[config.mk]
export PLATFORM = sky130hd
export DESIGN_NAME = cfg_timer
export DESIGN_NICKNAME = d
export VERILOG_FILES = /design/src/rtl/cfg_timer_pkg.sv /design/src/rtl/cfg_timer_ctrl.sv /design/src/rtl/cfg_timer_dp.sv /design/src/rtl/cfg_timer.sv
export SDC_FILE = /design/constraint.sdc
export NUM_CORES = 1
export LEC_CHECK = 0
export ABC_AREA = 1
export BUFFER_PORTS_ARGS = -buffer_cell sky130_fd_sc_hd__buf_4
export CORE_MARGIN = 2
export CORE_UTILIZATION = 54
export DETAILED_ROUTE_END_ITERATION = 10
export PLACE_DENSITY = 0.76
export SLEW_MARGIN = 10
export SYNTH_ARGS = -nofsm -noshare
export SYNTH_HDL_FRONTEND = slang
export SYNTH_SLANG_ARGS = --single-unit
[constraint.sdc]
create_clock -name clk -period 1.8 [get_ports clk]
set_input_delay 0.09 -clock clk [delete_from_list [all_inputs] [get_ports clk]]
set_output_delay 0.09 -clock clk [all_outputs]
set_load 0.01 [all_outputs]
[src/rtl/cfg_timer_pkg.sv]
`timescale 1ns/1ps
package cfg_timer_pkg;

  // Control register bit positions
  localparam int BIT_RUN    = 7;
  localparam int BIT_NARROW = 6;
  localparam int BIT_EXT    = 5;
  localparam int BIT_FALL   = 4;
  localparam int BIT_BYPASS = 3;
  localparam int SEL_LSB    = 0;

  typedef enum logic [1:0] {
    ADDR_CTRL   = 2'd0,
    ADDR_CNT_LO = 2'd1,
    ADDR_CNT_HI = 2'd2,
    ADDR_FLAG   = 2'd3
  } regAddr_t;

  // Strobes from control to datapath
  typedef struct packed {
    logic loadLow;    // commit low byte (and buffered high in wide mode)
    logic loadHigh;   // fill high-byte write buffer
    logic latchHigh;  // capture live high byte for read-back
    logic advance;    // count by one
    logic clrFlag;    // software clear of overflow flag
    logic narrow;     // 8-bit mode
  } dpStrobe_t;

endpackage

[src/rtl/cfg_timer_ctrl.sv]
`timescale 1ns/1ps
module cfg_timer_ctrl
  import cfg_timer_pkg::*;
#(
  parameter int BYTE_W      = 8,
  parameter int SEL_W       = 3,
  parameter int SYNC_STAGES = 2
) (
  input  logic              clk,
  input  logic              rstN,
  input  logic [1:0]        busAddr,
  input  logic              busWe,
  input  logic              busRe,
  input  logic [BYTE_W-1:0] busWdata,
  input  logic              extPin,
  output logic [BYTE_W-1:0] ctrlReg,
  output dpStrobe_t         strb
);

  localparam int PS_W = 1 << SEL_W;

  // Control register
  always_ff @(posedge clk or negedge rstN) begin
    if (!rstN)
      ctrlReg <= '0;
    else if (busWe && busAddr == ADDR_CTRL)
      ctrlReg <= busWdata;
  end

  logic             runOn, extSel, fallSel, bypass;
  logic [SEL_W-1:0] ratioSel;

  assign runOn    = ctrlReg[BIT_RUN];
  assign extSel   = ctrlReg[BIT_EXT];
  assign fallSel  = ctrlReg[BIT_FALL];
  assign bypass   = ctrlReg[BIT_BYPASS];
  assign ratioSel = ctrlReg[SEL_LSB +: SEL_W];

  // External input synchronizer chain
  logic [SYNC_STAGES-1:0] syncQ;

  genvar g;
  generate
    for (g = 0; g < SYNC_STAGES; g++) begin : gSync
      if (g == 0) begin : gFirst
        always_ff @(posedge clk or negedge rstN) begin
          if (!rstN) syncQ[g] <= 1'b0;
          else       syncQ[g] <= extPin;
        end
      end else begin : gRest
        always_ff @(posedge clk or negedge rstN) begin
          if (!rstN) syncQ[g] <= 1'b0;
          else       syncQ[g] <= syncQ[g-1];
        end
      end
    end
  endgenerate

  logic syncOut, prevQ, extEdge;

  assign syncOut = syncQ[SYNC_STAGES-1];

  always_ff @(posedge clk or negedge rstN) begin
    if (!rstN) prevQ <= 1'b0;
    else       prevQ <= syncOut;
  end

  assign extEdge = fallSel ? (prevQ & ~syncOut) : (syncOut & ~prevQ);

  // Tick source and prescaler
  logic            srcTick, psTerminal, loadLow;
  logic [PS_W-1:0] psCnt, psLimit;
  logic [PS_W:0]   limWide;

  assign srcTick = runOn & (extSel ? extEdge : 1'b1);
  assign loadLow = busWe && busAddr == ADDR_CNT_LO;

  always_comb begin
    limWide = ({{PS_W{1'b0}}, 1'b1} << ({1'b0, ratioSel} + 1'b1)) - 1'b1;
    psLimit = limWide[PS_W-1:0];
  end

  assign psTerminal = (psCnt == psLimit);

  always_ff @(posedge clk or negedge rstN) begin
    if (!rstN)
      psCnt <= '0;
    else if (loadLow)
      psCnt <= '0;
    else if (srcTick && !bypass)
      psCnt <= psTerminal ? '0 : psCnt + 1'b1;
  end

  // Strobe assembly
  always_comb begin
    strb.loadLow   = loadLow;
    strb.loadHigh  = busWe && busAddr == ADDR_CNT_HI;
    strb.latchHigh = busRe && busAddr == ADDR_CNT_LO;
    strb.advance   = bypass ? srcTick : (srcTick & psTerminal);
    strb.clrFlag   = busWe && busAddr == ADDR_FLAG && !busWdata[0];
    strb.narrow    = ctrlReg[BIT_NARROW];
  end


  run_off_chk: assert property (@(posedge clk) disable iff (!rstN)
    !ctrlReg[BIT_RUN] |-> !strb.advance);


  ps_restart_chk: assert property (@(posedge clk) disable iff (!rstN)
    (strb.advance && !ctrlReg[BIT_BYPASS]) |=> psCnt == '0);


  ps_clear_chk: assert property (@(posedge clk) disable iff (!rstN)
    strb.loadLow |=> psCnt == '0);

endmodule

[src/rtl/cfg_timer_dp.sv]
`timescale 1ns/1ps
module cfg_timer_dp
  import cfg_timer_pkg::*;
#(
  parameter int BYTE_W = 8
) (
  input  logic                clk,
  input  logic                rstN,
  input  dpStrobe_t           strb,
  input  logic [BYTE_W-1:0]   busWdata,
  output logic [2*BYTE_W-1:0] cnt,
  output logic [BYTE_W-1:0]   highRead,
  output logic                ovfFlag
);

  localparam int CNT_W = 2 * BYTE_W;

  logic [BYTE_W-1:0] lowNow, highNow, highWrBuf;
  logic              wrap;

  assign lowNow  = cnt[BYTE_W-1:0];
  assign highNow = cnt[CNT_W-1:BYTE_W];

  assign wrap = strb.advance && !strb.loadLow &&
                (strb.narrow ? (&lowNow) : (&cnt));

  always_ff @(posedge clk or negedge rstN) begin
    if (!rstN) begin
      cnt <= '0;
    end else if (strb.loadLow) begin
      cnt <= {strb.narrow ? highNow : highWrBuf, busWdata};
    end else if (strb.advance) begin
      if (strb.narrow) cnt <= {highNow, lowNow + BYTE_W'(1)};
      else             cnt <= cnt + CNT_W'(1);
    end
  end

  always_ff @(posedge clk or negedge rstN) begin
    if (!rstN)              highWrBuf <= '0;
    else if (strb.loadHigh) highWrBuf <= busWdata;
  end

  always_ff @(posedge clk or negedge rstN) begin
    if (!rstN)               highRead <= '0;
    else if (strb.latchHigh) highRead <= highNow;
  end

  // Set has priority over clear
  always_ff @(posedge clk or negedge rstN) begin
    if (!rstN)             ovfFlag <= 1'b0;
    else if (wrap)         ovfFlag <= 1'b1;
    else if (strb.clrFlag) ovfFlag <= 1'b0;
  end


  flag_hold_chk: assert property (@(posedge clk) disable iff (!rstN)
    (ovfFlag && !strb.clrFlag) |=> ovfFlag);


  flag_cause_chk: assert property (@(posedge clk) disable iff (!rstN)
    $rose(ovfFlag) |-> $past(strb.advance));


  hold_chk: assert property (@(posedge clk) disable iff (!rstN)
    (!strb.advance && !strb.loadLow) |=> $stable(cnt));


  narrow_high_chk: assert property (@(posedge clk) disable iff (!rstN)
    strb.narrow |=> $stable(cnt[CNT_W-1:BYTE_W]));


  load_wins_chk: assert property (@(posedge clk) disable iff (!rstN)
    strb.loadLow |=> cnt[BYTE_W-1:0] == $past(busWdata));

endmodule

[src/rtl/cfg_timer.sv]
`timescale 1ns/1ps
module cfg_timer
  import cfg_timer_pkg::*;
#(
  parameter int BYTE_W      = 8,
  parameter int SEL_W       = 3,
  parameter int SYNC_STAGES = 2
) (
  input  logic              clk,
  input  logic              rstN,
  input  logic [1:0]        busAddr,
  input  logic              busWe,
  input  logic              busRe,
  input  logic [BYTE_W-1:0] busWdata,
  output logic [BYTE_W-1:0] busRdata,
  input  logic              extPin,
  output logic              ovfFlag
);

  dpStrobe_t           strb;
  logic [BYTE_W-1:0]   ctrlReg, highRead;
  logic [2*BYTE_W-1:0] cnt;

  cfg_timer_ctrl #(
    .BYTE_W      (BYTE_W),
    .SEL_W       (SEL_W),
    .SYNC_STAGES (SYNC_STAGES)
  ) uCtrl (
    .clk      (clk),
    .rstN     (rstN),
    .busAddr  (busAddr),
    .busWe    (busWe),
    .busRe    (busRe),
    .busWdata (busWdata),
    .extPin   (extPin),
    .ctrlReg  (ctrlReg),
    .strb     (strb)
  );

  cfg_timer_dp #(
    .BYTE_W (BYTE_W)
  ) uDp (
    .clk      (clk),
    .rstN     (rstN),
    .strb     (strb),
    .busWdata (busWdata),
    .cnt      (cnt),
    .highRead (highRead),
    .ovfFlag  (ovfFlag)
  );

  always_comb begin
    case (busAddr)
      ADDR_CTRL:   busRdata = ctrlReg;
      ADDR_CNT_LO: busRdata = cnt[BYTE_W-1:0];
      ADDR_CNT_HI: busRdata = highRead;
      default:     busRdata = {{(BYTE_W-1){1'b0}}, ovfFlag};
    endcase
  end

endmodule

After elaboration in Yosys (flattened, before gate mapping)
Index checks and enable logic that the tools add are counted.

storage, ports and cells
  bits in writable memories = 0
  input bits = 15
  logic and storage cells = 60
  register bits = 52
  latch bits = 0
  memories = 0
  output and inout port bits = 9
  ROM bits = 0

cells by class
  bitwise operators = 7
  reduce and logical (&&, ||, !) cells = 19
  shift-type cells = 1
  divide/modulo/power cells = 0
  add/subtract/negate cells = 5
  $lt $le $gt $ge = 0
  equal/unequal tests = 4
  multiplexer cells = 14
  $mul = 0

operators by type and width
  cell                                              count
  2-to-1 mux 16 bit                                 3
  2-to-1 mux 8 bit                                  4
  case mux 8 bit (3 select lines)                   1
  adder 16 x 1 -> 16 bit, second input constant     1
  adder 8 x 1 -> 8 bit, second input constant       2
  AND reduction 16 bit                              1
  logical AND 1 bit                                 9
  == test 8 bit                                     1
  AND reduction 8 bit                               1
  << shifter 1 x 4 -> 8 bit, first input constant   1
  subtractor 8 x 1 -> 8 bit, second input constant  1
  2-to-1 mux 1 bit                                  6
  nonzero test 2 bit                                3
  adder 3 x 1 -> 4 bit, second input constant       1
  AND 1 bit                                         4
  == test 2 bit, second input constant              2
  zero test 1 bit                                   3
  inverter 1 bit                                    3
  == test 2 x 1 -> 1 bit, second input constant     1
  zero test 2 bit                                   1
  AND reduction 2 bit                               1

Logic depth before layout (Yosys ltp)
Gate-level depths: netlist of run 1.

  depth in word-level cells = 10
  depth in mapped cells = 18
  depth with buffers taken out = 17

Modules after synthesis
Synthesis of run 1 repeated with hierarchy kept, for this count alone.

second synthesis, totals
  cell total of the unflattened synthesis = 403
  area total of the unflattened synthesis = 3119.2 um^2

modules (own cells, without submodules)
  module          cells each  area each (um^2)  instances  sequential area each (um^2)
  cfg_timer_dp    207         1755.4            1          825.8
  cfg_timer_ctrl  158         1188.6            1          475.5
  cfg_timer       38          175.2             1          0.0

Least setup slack after synthesis of run 1
Ideal clock, no wire load.

  path kind = register to register
  start = register uCtrl.ctrlReg[2]
  end = register uDp.cnt[9]
  data required time = 1.683 ns
  clock period less this slack = 1.897 ns
  slack = -0.097 ns
  buffers on the path = 1
  stages on the path, launching flop included = 19
  setup time = 0.117 ns
  data arrival time = 1.780 ns
  cell sequence = dfrtp_1 > buf_6 > inv_2 > nand3_2 > ha_1 > inv_1 > nand2_1 > nand2_1 > nand2_1 > nand2_1 > nand3_1 > nor2_1 > nand2_2 > nand2_2 > nand2_2 > nand2_4 > nand2_2 > nand2_1 > nand2_1

between the ends
  longest elaborated chain between the ends = 8

RTL lines
  item                                  line                  source
  start: declaration                    cfg_timer_ctrl.sv:16  output logic [BYTE_W-1:0] ctrlReg,
  start signal: assignment              cfg_timer_ctrl.sv:27  ctrlReg <= busWdata;
  adder 3 x 1 -> 4 bit                  cfg_timer_ctrl.sv:79  limWide = ({{PS_W{1'b0}}, 1'b1} << ({1'b0, ratioSel} + 1'b1)) - 1'b1;
  << shifter 1 x 4 -> 8 bit             cfg_timer_ctrl.sv:79
  subtractor 8 x 1 -> 8 bit             cfg_timer_ctrl.sv:79
  == test 8 bit                         cfg_timer_ctrl.sv:83  assign psTerminal = (psCnt == psLimit);
  AND 1 bit                             cfg_timer_ctrl.sv:99  strb.advance = bypass ? srcTick : (srcTick & psTerminal);
  2-to-1 mux 1 bit                      cfg_timer_ctrl.sv:99
  nonzero test 2 bit (no source line)   --
  AND reduction 2 bit (no source line)  --
  end signal: assignment                cfg_timer_dp.sv:31    cnt <= {strb.narrow ? highNow : highWrBuf, busWdata};
  end signal: assignment                cfg_timer_dp.sv:33    if (strb.narrow) cnt <= {highNow, lowNow + BYTE_W'(1)};
  end signal: assignment                cfg_timer_dp.sv:34    else cnt <= cnt + CNT_W'(1);
  end: declaration                      cfg_timer_dp.sv:11    output logic [2*BYTE_W-1:0] cnt,

No other way between the ends.
A chain may end at the register's enable or synchronous reset.

Worst setup path after layout of run 1
  start = register uCtrl.ctrlReg[2]
  end = register uDp.cnt[6]

between the ends
  longest elaborated chain between the ends = 7

RTL lines
  item                                 line
  adder 3 x 1 -> 4 bit                 cfg_timer_ctrl.sv:79
  << shifter 1 x 4 -> 8 bit            cfg_timer_ctrl.sv:79
  subtractor 8 x 1 -> 8 bit            cfg_timer_ctrl.sv:79
  == test 8 bit                        cfg_timer_ctrl.sv:83
  AND 1 bit                            cfg_timer_ctrl.sv:99
  2-to-1 mux 1 bit                     cfg_timer_ctrl.sv:99
  nonzero test 2 bit (no source line)  --

No other way between the ends.

==> results, run 1 <==
- The flow ran to the end, but the final reports show violations.
- The initial cell density of the core is 0.554.
- The path class of the tightest hold or removal check is in -> reg.
- The instance area at placement is approximately 0.0034 sq mm.
- Entering global routing, the biggest net connects 53 pins.
- At the end of routability-driven placement, the weighted congestion stood at 0.888.
- The power density over the cells is approximately 1000 mW/mm^2.
- The area growth from synthesis to layout is 22.1%.
- The first global-routing pass estimated between 10000 and 15000 microns of wire.
- The mapped netlist covers 0.00301 sq mm.
- The share of the Yosys chip area taken by registers is 0.432.
- The minimum clock period after layout is between 1.5 and 2 ns.
- In this run the vertical extent of the chip is roughly 79 microns.
- In this run the mean area of a mapped cell was about 7.5 sq um.
- The via count of the first global-routing pass is 2758.
- IR analysis of the VDD net gives a maximum drop of 0.618 mV.
- The number of register bits inferred by synthesis is 52.
- Summed over all instances, the cell type with the most area after synthesis is sky130_fd_sc_hd__dfrtp_1.
- After routing the design area is between 0.003 and 0.004 sq mm.
- The sequential share of power is 0.447.
- The number of nets handed over by synthesis was 419.
- The final net count is 462.
- The clock tree from TritonCTS is built.
- The die outline width is 78.7 microns.
- Port buffering added 23 buffers.
- The clock skew after layout is 0.00834 ns.
- The share of total power dissipated in combinational logic is 0.370.
- The critical path class is reg -> reg.
- The layout has 469 filler cells.
- The count of endpoints failing setup in the final report is 16.
- Sorting the synthesized cells by area gives the leading types as sky130_fd_sc_hd__dfrtp_1 (43%), sky130_fd_sc_hd__nand2_1 (16%), sky130_fd_sc_hd__o21ai_0 (6.1%).
- The required time of the critical path is roughly 2.0 ns.
- The number of ports placed on the die boundary is 24.
- The switching power total is ~1.5 mW.
- The switching part of the total power is 0.395.
- The clock reaches the later pin of the worst-skew pair after 0.31 ns.
- The first TritonRoute pass finished after 5 iterations.
- After floorplanning, the core was divided into 27 placement rows.
- The category of the worst setup path launch point is a flop.
- The checks that failed: setup timing.
- The most frequent standard cell in the layout excluding fill and tap cells is sky130_fd_sc_hd__nand2_1.
- The die outline area is 0.00619 sq mm.
- Once layout is complete, the utilization of the core stands at 0.677.
- The post-route antenna net violation count is 0.
- The worst-margin pin slew is 0.663 ns.
- The sum of net half-perimeters after detailed placement is around 5700 microns.
- STA puts the critical path data arrival time at 2.12 ns.
- The core region is 0.00544 sq mm.
- The residual DRC count is 0.
- After detailed routing, the average wire length per cell comes to 15.0 microns.
- The number of antenna violations at the first check in global routing is 0.
- The antenna diode count is 0.
- The final worst slack is -0.0786 ns.
- The maximum fanout encountered on the critical timing path is 8.
- The final worst-path cycle share is 1.04.
- After clock tree synthesis, the clock-pin slew on the worst setup and hold paths is 0.10 ns.
- Of the cells placed in the final design, the portion with a size suffix greater than 1 is 0.231.
- The total internal power is approximately 2.3 mW.
- The max-slew violation count is 0.
- The cell sitting at the root of the clock tree is a sky130_fd_sc_hd__clkbuf_8.
- The number of warnings printed during yosys synthesis is 0.
- The count of final hold-check violations was 0.
- The type of element capturing the critical path is a flop.
- Summed over all layers, the global routing overflow is 0.
- Max-cap violations in this run came to 0.
- The final route contains 2852 vias.
- The routed design has 7760 microns of wire.
- Walking the worst path, the cells encountered are inv_4 > nand3_4 > ha_4 > xnor2_1 > nor2_1 > nand3_1 > nor2_1 > nand2_2 > nand2_2 > nand2_4 > nand2_8 > clkbuf_16 > nand2_4 > o21ai_2.
- Of the post-synthesis cell area, the dominant cell type holds 0.432.
- The library cell contributing the largest single delay on the critical path is sky130_fd_sc_hd__dfrtp_1.
- The detailed router finished its first iteration with 241 violations.
- The maximum level of the CTS H-tree is 2.
- Counting the buffers created by CTS gives 5.
- After technology mapping, the gate count stands at 401.
- The number of different library cells in the post-synthesis netlist is 34.
- Setup repair after global routing could not meet its margin everywhere.
- For this design, the sink count on the clock tree is 52.
- The total global-route track usage is 0.272.
- The top cell types in the final layout, fill and taps aside, are sky130_fd_sc_hd__nand2_1 (120), sky130_fd_sc_hd__dfrtp_1 (52), sky130_fd_sc_hd__inv_1 (45).
- In this run the tightest slew margin relative to its limit is 0.558.
- The maximum clock insertion buffer count is 2.
- The leakage dissipation is 1.76 nW.
- For this run, the top clock speed supported by timing is 532 MHz.
- The mean number of vias per cell is between 5 and 6.
- The share of total power dissipated in the clock network is 0.183.
- For this run, the slowest stage of the critical path takes 0.42 ns.
## metal layers
metal  track usage  wire (microns)
met4        0.0930             155
met5             0               0
met3        0.0375             423
met1         0.385            3530
met2         0.434            3650
## state kept, by name (all words and copies together) (netlist names)
signal         cells
uCtrl.psCnt        8
uCtrl.syncQ        1
uDp.highWrBuf      8
uCtrl.prevQ        1
uDp.ovfFlag        1
uCtrl.ctrlReg      8
uDp.highRead       8
uDp.cnt           16
uCtrl.syncOut      1
## cell type report
class | instances | area, sq um | share of cell area
multi-input cells | 288 | 1590 | 0.433
flip-flops and latches | 52 | 1300 | 0.354
repair buffers | 47 | 408 | 0.111
inverters | 50 | 195 | 0.0530
well taps | 72 | 90.1 | 0.0245
clock buffers | 5 | 68.8 | 0.0187
clock inverters | 3 | 25.0 | 0.00680
## cells in the mapped netlist (all sizes together)
cell and number:
nor2 18, nor3 6, dfrtp 52, o22ai 7
a22o 1, o21ai 48, buf 4, a221oi 1
a31oi 1, xor2 8, nand3 32, o211ai 7
clkbuf 7, mux2 1, nand2 141, a21oi 2
xnor2 3, o221ai 1, o31ai 1, conb 1
nand4 6, ha 3, inv 50
## worst max-delay path: cells and delay by family, from the launching register on
kind | cells | cell delay [ns]
AND/OR/NAND/NOR | 9 | 0.75
flip-flops | 1 | 0.42
buffers and inverters | 2 | 0.24
XOR/XNOR | 1 | 0.06
AO/OA/AOI/OAI | 1 | 0.06
adder cells (fa/ha/maj) | 1 | 0.27
## power groups by stage
| stage | logic [mW] | clock network, mW | registers (mW) |
|---|---|---|---|
| floorplan | 0.907 | 0 | 1.66 |
| global placement | 1.22 | 0 | 1.72 |
| detailed placement | 1.26 | 0 | 1.73 |
| CTS | 1.33 | 0.720 | 1.71 |
| global route | 1.58 | 0.765 | 1.76 |
| finish | 1.43 | 0.706 | 1.72 |
## cells by family (layout without fill, tap and decap cells)
| group | count (synthesis) | in the layout | synth area share |
|---|---|---|---|
| other | 1 | 1 | 0.00124 |
| flip-flops | 52 | 52 | 0.432 |
| buffers and inverters | 61 | 105 | 0.0922 |
| AND/OR/NAND/NOR | 203 | 203 | 0.289 |
| adder cells (fa/ha/maj) | 3 | 3 | 0.0125 |
| XOR/XNOR | 11 | 11 | 0.0320 |
| AO/OA/AOI/OAI | 69 | 69 | 0.137 |
| multiplexers | 1 | 1 | 0.00374 |
## per-stage QoR
step                      power [mW]  setup TNS (ns)  setup WS, ns  std cells  hold slack, ns
final                           3.85          -0.950       -0.0786        517          0.0640
after global routing            4.10           -3.44        -0.220        517          0.0627
after CTS                       3.76          -0.944       -0.0834        516          0.0486
after detailed placement        2.98           -1.14       -0.0861        501           0.164
after global placement          2.94          -0.533       -0.0508        501           0.162
after floorplan                 2.56               0         0.224        401          -0.206
## what timing repair did
item | CTS | global route
gates cloned | 1 | 1
hold buffers | 2 | 0
gates resized for setup | 10 | 24
pin swaps | 2 | 14
hold endpoints to repair | 53 | 0
setup buffers | 4 | 1
setup endpoints to repair | 22 | 24
## worst paths after layout
check | end | slack [ns] | startpoint | depth (start not counted)
min in group asynchronous | uCtrl.syncQ[0]$_DFF_PN0_ | 0.35 | rstN | 2
hold / removal | uCtrl.ctrlReg[7]$_DFFE_PN0P_ | 0.06 | busWdata[7] | 3
hold reg to reg | uCtrl.syncOut$_DFF_PN0_ | 0.36 | uCtrl.syncQ[0]$_DFF_PN0_ | 0
setup reg to reg | uDp.cnt[6]$_DFFE_PN0P_ | -0.08 | uCtrl.ctrlReg[2]$_DFFE_PN0P_ | 14
max in group asynchronous | uDp.highRead[5]$_DFFE_PN0P_ | 1.01 | rstN | 2
setup / recovery | uDp.cnt[6]$_DFFE_PN0P_ | -0.08 | uCtrl.ctrlReg[2]$_DFFE_PN0P_ | 14
Power figures use the tool's default switching activity.
==> run 2: changes to the inputs <==
--- a/config.mk
+++ b/config.mk
@@ -5,8 +5,7 @@
 export SDC_FILE = /design/constraint.sdc
 export NUM_CORES = 1
 export LEC_CHECK = 0
-export ABC_AREA = 1
-export BUFFER_PORTS_ARGS = -buffer_cell sky130_fd_sc_hd__buf_4
+export BUFFER_PORTS_ARGS = -buffer_cell sky130_fd_sc_hd__clkbuf_2
 export CORE_MARGIN = 2
 export CORE_UTILIZATION = 54
 export DETAILED_ROUTE_END_ITERATION = 10
==> results, run 2 <==
- The height of the chip is 76.8 microns (was 78.7 microns).
- The switching power total is 1.33 mW (was 1.52 mW).
- The class of the tightest hold or removal check was in -> reg (unchanged).
- The sequential share of power came to 0.430 (was 0.447).
- The leakage dissipation is 1.55 nW (was 1.76 nW).
- The critical path class is reg -> reg (unchanged).
- The start point of the worst hold path is busWdata[7] (unchanged).
- The sum of net half-perimeters after detailed placement is 4830 microns (was 5750 microns).
- The count of mapped cells out of synthesis is 289 (was 401).
- The number of port buffers is 23 (unchanged).
- The final net count is 369 (was 462).
- The total number of vias was 2546 (was 2852).
- The number of register bits inferred by synthesis came to 52 (unchanged).
- Failing checks: setup timing (unchanged).
- The antenna diode count is 0 (unchanged).
- The number of antenna violations at the first check in global routing is 0 (unchanged).
- The clock transition at the registers of the reported paths was 0.10 ns (about the same).
- The worst-margin pin slew came to 0.666 ns (was 0.663 ns).
- The async set or reset register ratio after synthesis is 1.00 (unchanged).
- The number of enable flip-flop cells after synthesis is 0 (unchanged).
- The die outline width is 76.8 microns (was 78.7 microns).
- The maximum fanout encountered on the critical timing path came to 7 (was 8).
- The die outline area is 0.00590 sq mm (was 0.00619 sq mm).
- The number of warnings printed during yosys synthesis was 0 (unchanged).
- The most common cell in the synthesized netlist is sky130_fd_sc_hd__dfrtp_1 (was sky130_fd_sc_hd__nand2_1).
- The leftover overflow at the end of global routing was 0 (unchanged).
- The sequential fraction of the synthesis area is 0.455 (was 0.432).
- The via count of the first global-routing pass is 2426 (was 2758).
- The proportion of power drawn by the clock network was 0.209 (was 0.183).
- The total internal power is 2.54 mW (was 2.33 mW).
- The overall power of the completed layout is 3.86 mW (was 3.85 mW).
- The minimum clock period after layout was 2.86 ns (was 1.88 ns).
- The worst-case register-to-register setup slack came to -1.06 ns (was -0.08 ns).
- The dominant register cell in the synthesized netlist is sky130_fd_sc_hd__dfrtp_1 (unchanged).
- The mean number of vias per cell was 6.03 (was 5.52).
- The worst slew slack as a fraction of its limit came to 0.552 (was 0.558).
- The residual DRC count is 0 (unchanged).
- The initial cell density of the core is 0.561 (was 0.554).
- The max-capacitance violation count was 0 (unchanged).
- The number of different library cells in the post-synthesis netlist is 54 (was 34).
- The number of buffers created by CTS was 5 (unchanged).
- The number of flip-flops under the largest register name was 16 (unchanged).
- The combinational fraction of design power is 0.361 (was 0.370).
- The worst hold path endpoint was uDp.cnt[7]$_DFFE_PN0P_ (was uCtrl.ctrlReg[7]$_DFFE_PN0P_).
- The maximum number of pins on one net before global-route repair is 53 (unchanged).
- The maximum frequency from static timing analysis is 350 MHz (was 532 MHz).
- The type of element capturing the critical path is a flop (unchanged).
- The routed length per instance was 17.5 microns (was 15.0 microns).
- The max-slew violation count came to 0 (unchanged).
- The later-pin clock latency in the skew report is 0.31 ns (about the same).
- The count of endpoints failing setup in the final report is 24 (was 16).
- The total number of placement rows is 26 (was 27).
- The maximum vdd ir drop is 0.519 mV (was 0.618 mV).
- Setup repair after global routing missed its margin: true (unchanged).
- The destination of the worst register-to-register timing path is uDp.cnt[1]$_DFFE_PN0P_ (was uDp.cnt[6]$_DFFE_PN0P_).
- The wire length of the first global-routing pass is 12200 microns (was 13000 microns).
- The category of the worst setup path launch point is a flop (unchanged).
- The clock tree from TritonCTS was built (unchanged).
- The largest register by flop count was uDp.cnt (unchanged).
- The worst hold-check slack is 0.000879 ns (was 0.0640 ns).
- The most frequent standard cell in the layout excluding fill and tap cells is sky130_fd_sc_hd__dfrtp_1 (was sky130_fd_sc_hd__nand2_1).
- The proportion of netlist area held by the largest area contributor is 0.455 (was 0.432).
- The power density over the cells is 1070 mW/mm^2 (was 1050 mW/mm^2).
- Outcome: complete, but fails checks (unchanged).
- The core occupancy in the finished layout came to 0.707 (was 0.677).
- The per-instance average area after synthesis is 9.91 sq um (was 7.51 sq um).
- Most frequent cells after synthesis: sky130_fd_sc_hd__dfrtp_1 (52), sky130_fd_sc_hd__nand2_1 (32), sky130_fd_sc_hd__mux2_2 (21), sky130_fd_sc_hd__o21ai_0 (21), sky130_fd_sc_hd__nand3_1 (14) (was sky130_fd_sc_hd__nand2_1 (131), sky130_fd_sc_hd__dfrtp_1 (52), sky130_fd_sc_hd__inv_1 (46)).
- The final worst slack is -1.06 ns (was -0.0786 ns).
- The placeable core region is 0.00511 sq mm (was 0.00544 sq mm).
- The DRC marker count from the first detailed-route iteration came to 219 (was 241).
- The fraction of layout cells with a size suffix above 1 was 0.347 (was 0.231).
- The data arrival time of the critical path is 3.05 ns (was 2.12 ns).
- Top cells by area in the synthesized netlist: sky130_fd_sc_hd__dfrtp_1 (45%), sky130_fd_sc_hd__mux2_2 (8.3%), sky130_fd_sc_hd__nand2_1 (4.2%) (was sky130_fd_sc_hd__dfrtp_1 (43%), sky130_fd_sc_hd__nand2_1 (16%), sky130_fd_sc_hd__o21ai_0 (6.1%)).
- The post-synthesis instance area is 0.00286 sq mm (was 0.00301 sq mm).
- The number of ports placed on the die boundary is 24 (unchanged).
- The clock sink count is 52 (unchanged).
- The final weighted congestion in routability-driven placement is 0.902 (was 0.888).
- The start of the worst register-to-register path was uCtrl.ctrlReg[0]$_DFFE_PN0P_ (was uCtrl.ctrlReg[2]$_DFFE_PN0P_).
- The count of final hold-check violations is 0 (unchanged).
- The depth of the most critical reg-to-reg path is 10 (was 14).
- The maximum level of the CTS H-tree is 2 (unchanged).
- The number of filler cells placed in the layout is 387 (was 469).
- The switching part of the total power is 0.343 (was 0.395).
- The clock skew after layout is 0.00946 ns (was 0.00834 ns).
- Leading cell types in the layout, fill and taps excluded: sky130_fd_sc_hd__dfrtp_1 (52), sky130_fd_sc_hd__buf_4 (39), sky130_fd_sc_hd__nand2_1 (32) (was sky130_fd_sc_hd__nand2_1 (120), sky130_fd_sc_hd__dfrtp_1 (52), sky130_fd_sc_hd__inv_1 (45)).
- The synthesized net count came to 307 (was 419).
- The largest area contributor in the netlist is sky130_fd_sc_hd__dfrtp_1 (unchanged).
- The total global-route track usage is 0.263 (was 0.272).
- The final worst-path cycle share is 1.59 (was 1.04).
- The area growth from synthesis to layout came to 26.2% (was 22.1%).
- The post-route antenna net violation count is 0 (unchanged).
- The buffer cell driving the clock tree root is sky130_fd_sc_hd__clkbuf_8 (unchanged).
- The maximum clock insertion buffer count is 2 (unchanged).
- The required time of the critical path is 1.99 ns (was 2.04 ns).
- The total wirelength of the detailed-routed design is 7390 microns (was 7760 microns).
- The worst hold path cell count came to 3 (unchanged).
- The number of detailed-routing iterations run before antenna repair was 5 (unchanged).
==> run 2: cell count changes after synthesis, sizes merged, moves of 8 or more <==
| cell | delta |
|---|---|
| mux2 | +20 |
| nand2 | -109 |
| mux2i | +9 |
| and3 | +12 |
| nand3 | -18 |
| o21ai | -20 |
| a31oi | +8 |
| inv | -43 |
==> run 2: power groups by stage <==
stage / Combinational (mW) / Clock (mW) / Sequential, mW
finish: 1.39 / 0.809 / 1.66
global route: 1.52 / 0.864 / 1.69
detailed placement: 1.23 / 0 / 1.67
CTS: 1.32 / 0.826 / 1.65
floorplan: 0.816 / 0 / 1.62
global placement: 1.21 / 0 / 1.65
==> run 2: worst max path at each step <==
stage                                 startpoint  slack, ns  depth (start not counted)                      end
floorplan           uCtrl.ctrlReg[1]$_DFFE_PN0P_      -0.41                          8   uDp.cnt[5]$_DFFE_PN0P_
global placement    uCtrl.ctrlReg[0]$_DFFE_PN0P_      -0.99                         10   uDp.cnt[1]$_DFFE_PN0P_
detailed placement  uCtrl.ctrlReg[0]$_DFFE_PN0P_      -1.03                         10   uDp.cnt[7]$_DFFE_PN0P_
CTS                 uCtrl.ctrlReg[0]$_DFFE_PN0P_      -1.03                         10  uDp.cnt[12]$_DFFE_PN0P_
global route        uCtrl.ctrlReg[0]$_DFFE_PN0P_      -1.16                         10   uDp.cnt[1]$_DFFE_PN0P_
finish              uCtrl.ctrlReg[0]$_DFFE_PN0P_      -1.06                         10   uDp.cnt[1]$_DFFE_PN0P_
==> run 2: worst max-delay path: stages (launching register included) <==
cell	delay (ns)
sky130_fd_sc_hd__dfrtp_1	0.39
sky130_fd_sc_hd__or3_4	0.39
sky130_fd_sc_hd__ha_4	0.19
sky130_fd_sc_hd__and3_4	0.15
sky130_fd_sc_hd__or4_4	0.52
sky130_fd_sc_hd__a211oi_4	0.28
sky130_fd_sc_hd__a31oi_4	0.19
sky130_fd_sc_hd__nor2_4	0.20
sky130_fd_sc_hd__buf_6	0.15
sky130_fd_sc_hd__mux2i_1	0.19
sky130_fd_sc_hd__a21oi_1	0.08
==> run 2: final cells by class <==
class / count / area [sq um] / area share
multi-input cells: 218 / 1630 / 0.451
flip-flops and latches: 52 / 1300 / 0.360
repair buffers: 67 / 462 / 0.128
well taps: 70 / 87.6 / 0.0242
clock buffers: 6 / 72.6 / 0.0201
clock inverters: 2 / 35.0 / 0.00970
inverters: 7 / 26.3 / 0.00727
==> run 2: cell families (layout without fill, tap and decap cells) <==
group | after synthesis | after routing | synth area share
simple gates | 104 | 105 | 0.193
compound gates | 68 | 68 | 0.156
flops | 52 | 52 | 0.455
mux | 31 | 31 | 0.122
buf+inv | 20 | 82 | 0.0302
xor+xnor | 10 | 10 | 0.0306
fa+ha+maj | 3 | 3 | 0.0131
other cells | 1 | 1 | 0.00131
==> run 2: layer usage <==
layer	routed length (microns)	global-route usage	vias to the layer above	share of wire
met5	0	0	-	0
met4	180	0.100	0	0.024
met3	316	0.0400	16	0.043
met2	3490	0.407	86	0.47
met1	3400	0.374	1262	0.46
li1	-	-	1182	-
==> run 2: repair_timing <==
item,in CTS,in global routing
hold buffers,2,0
gates cloned,1,0
setup endpoints to repair,24,24
setup buffers,3,4
pin swaps,6,6
gates resized for setup,12,8
hold endpoints to repair,53,0
==> run 2: per-stage QoR <==
stage	area, sq um	std cells	TNS [ns]	setup slack [ns]
6_report	3610	422	-23.26	-1.06
5_1_grt	3610	422	-25.32	-1.16
4_1_cts	3540	418	-22.59	-1.03
3_5_place_dp	3310	404	-21.85	-1.03
3_3_place_gp	3310	404	-21.04	-0.988
2_1_floorplan	2920	289	-7.25	-0.412
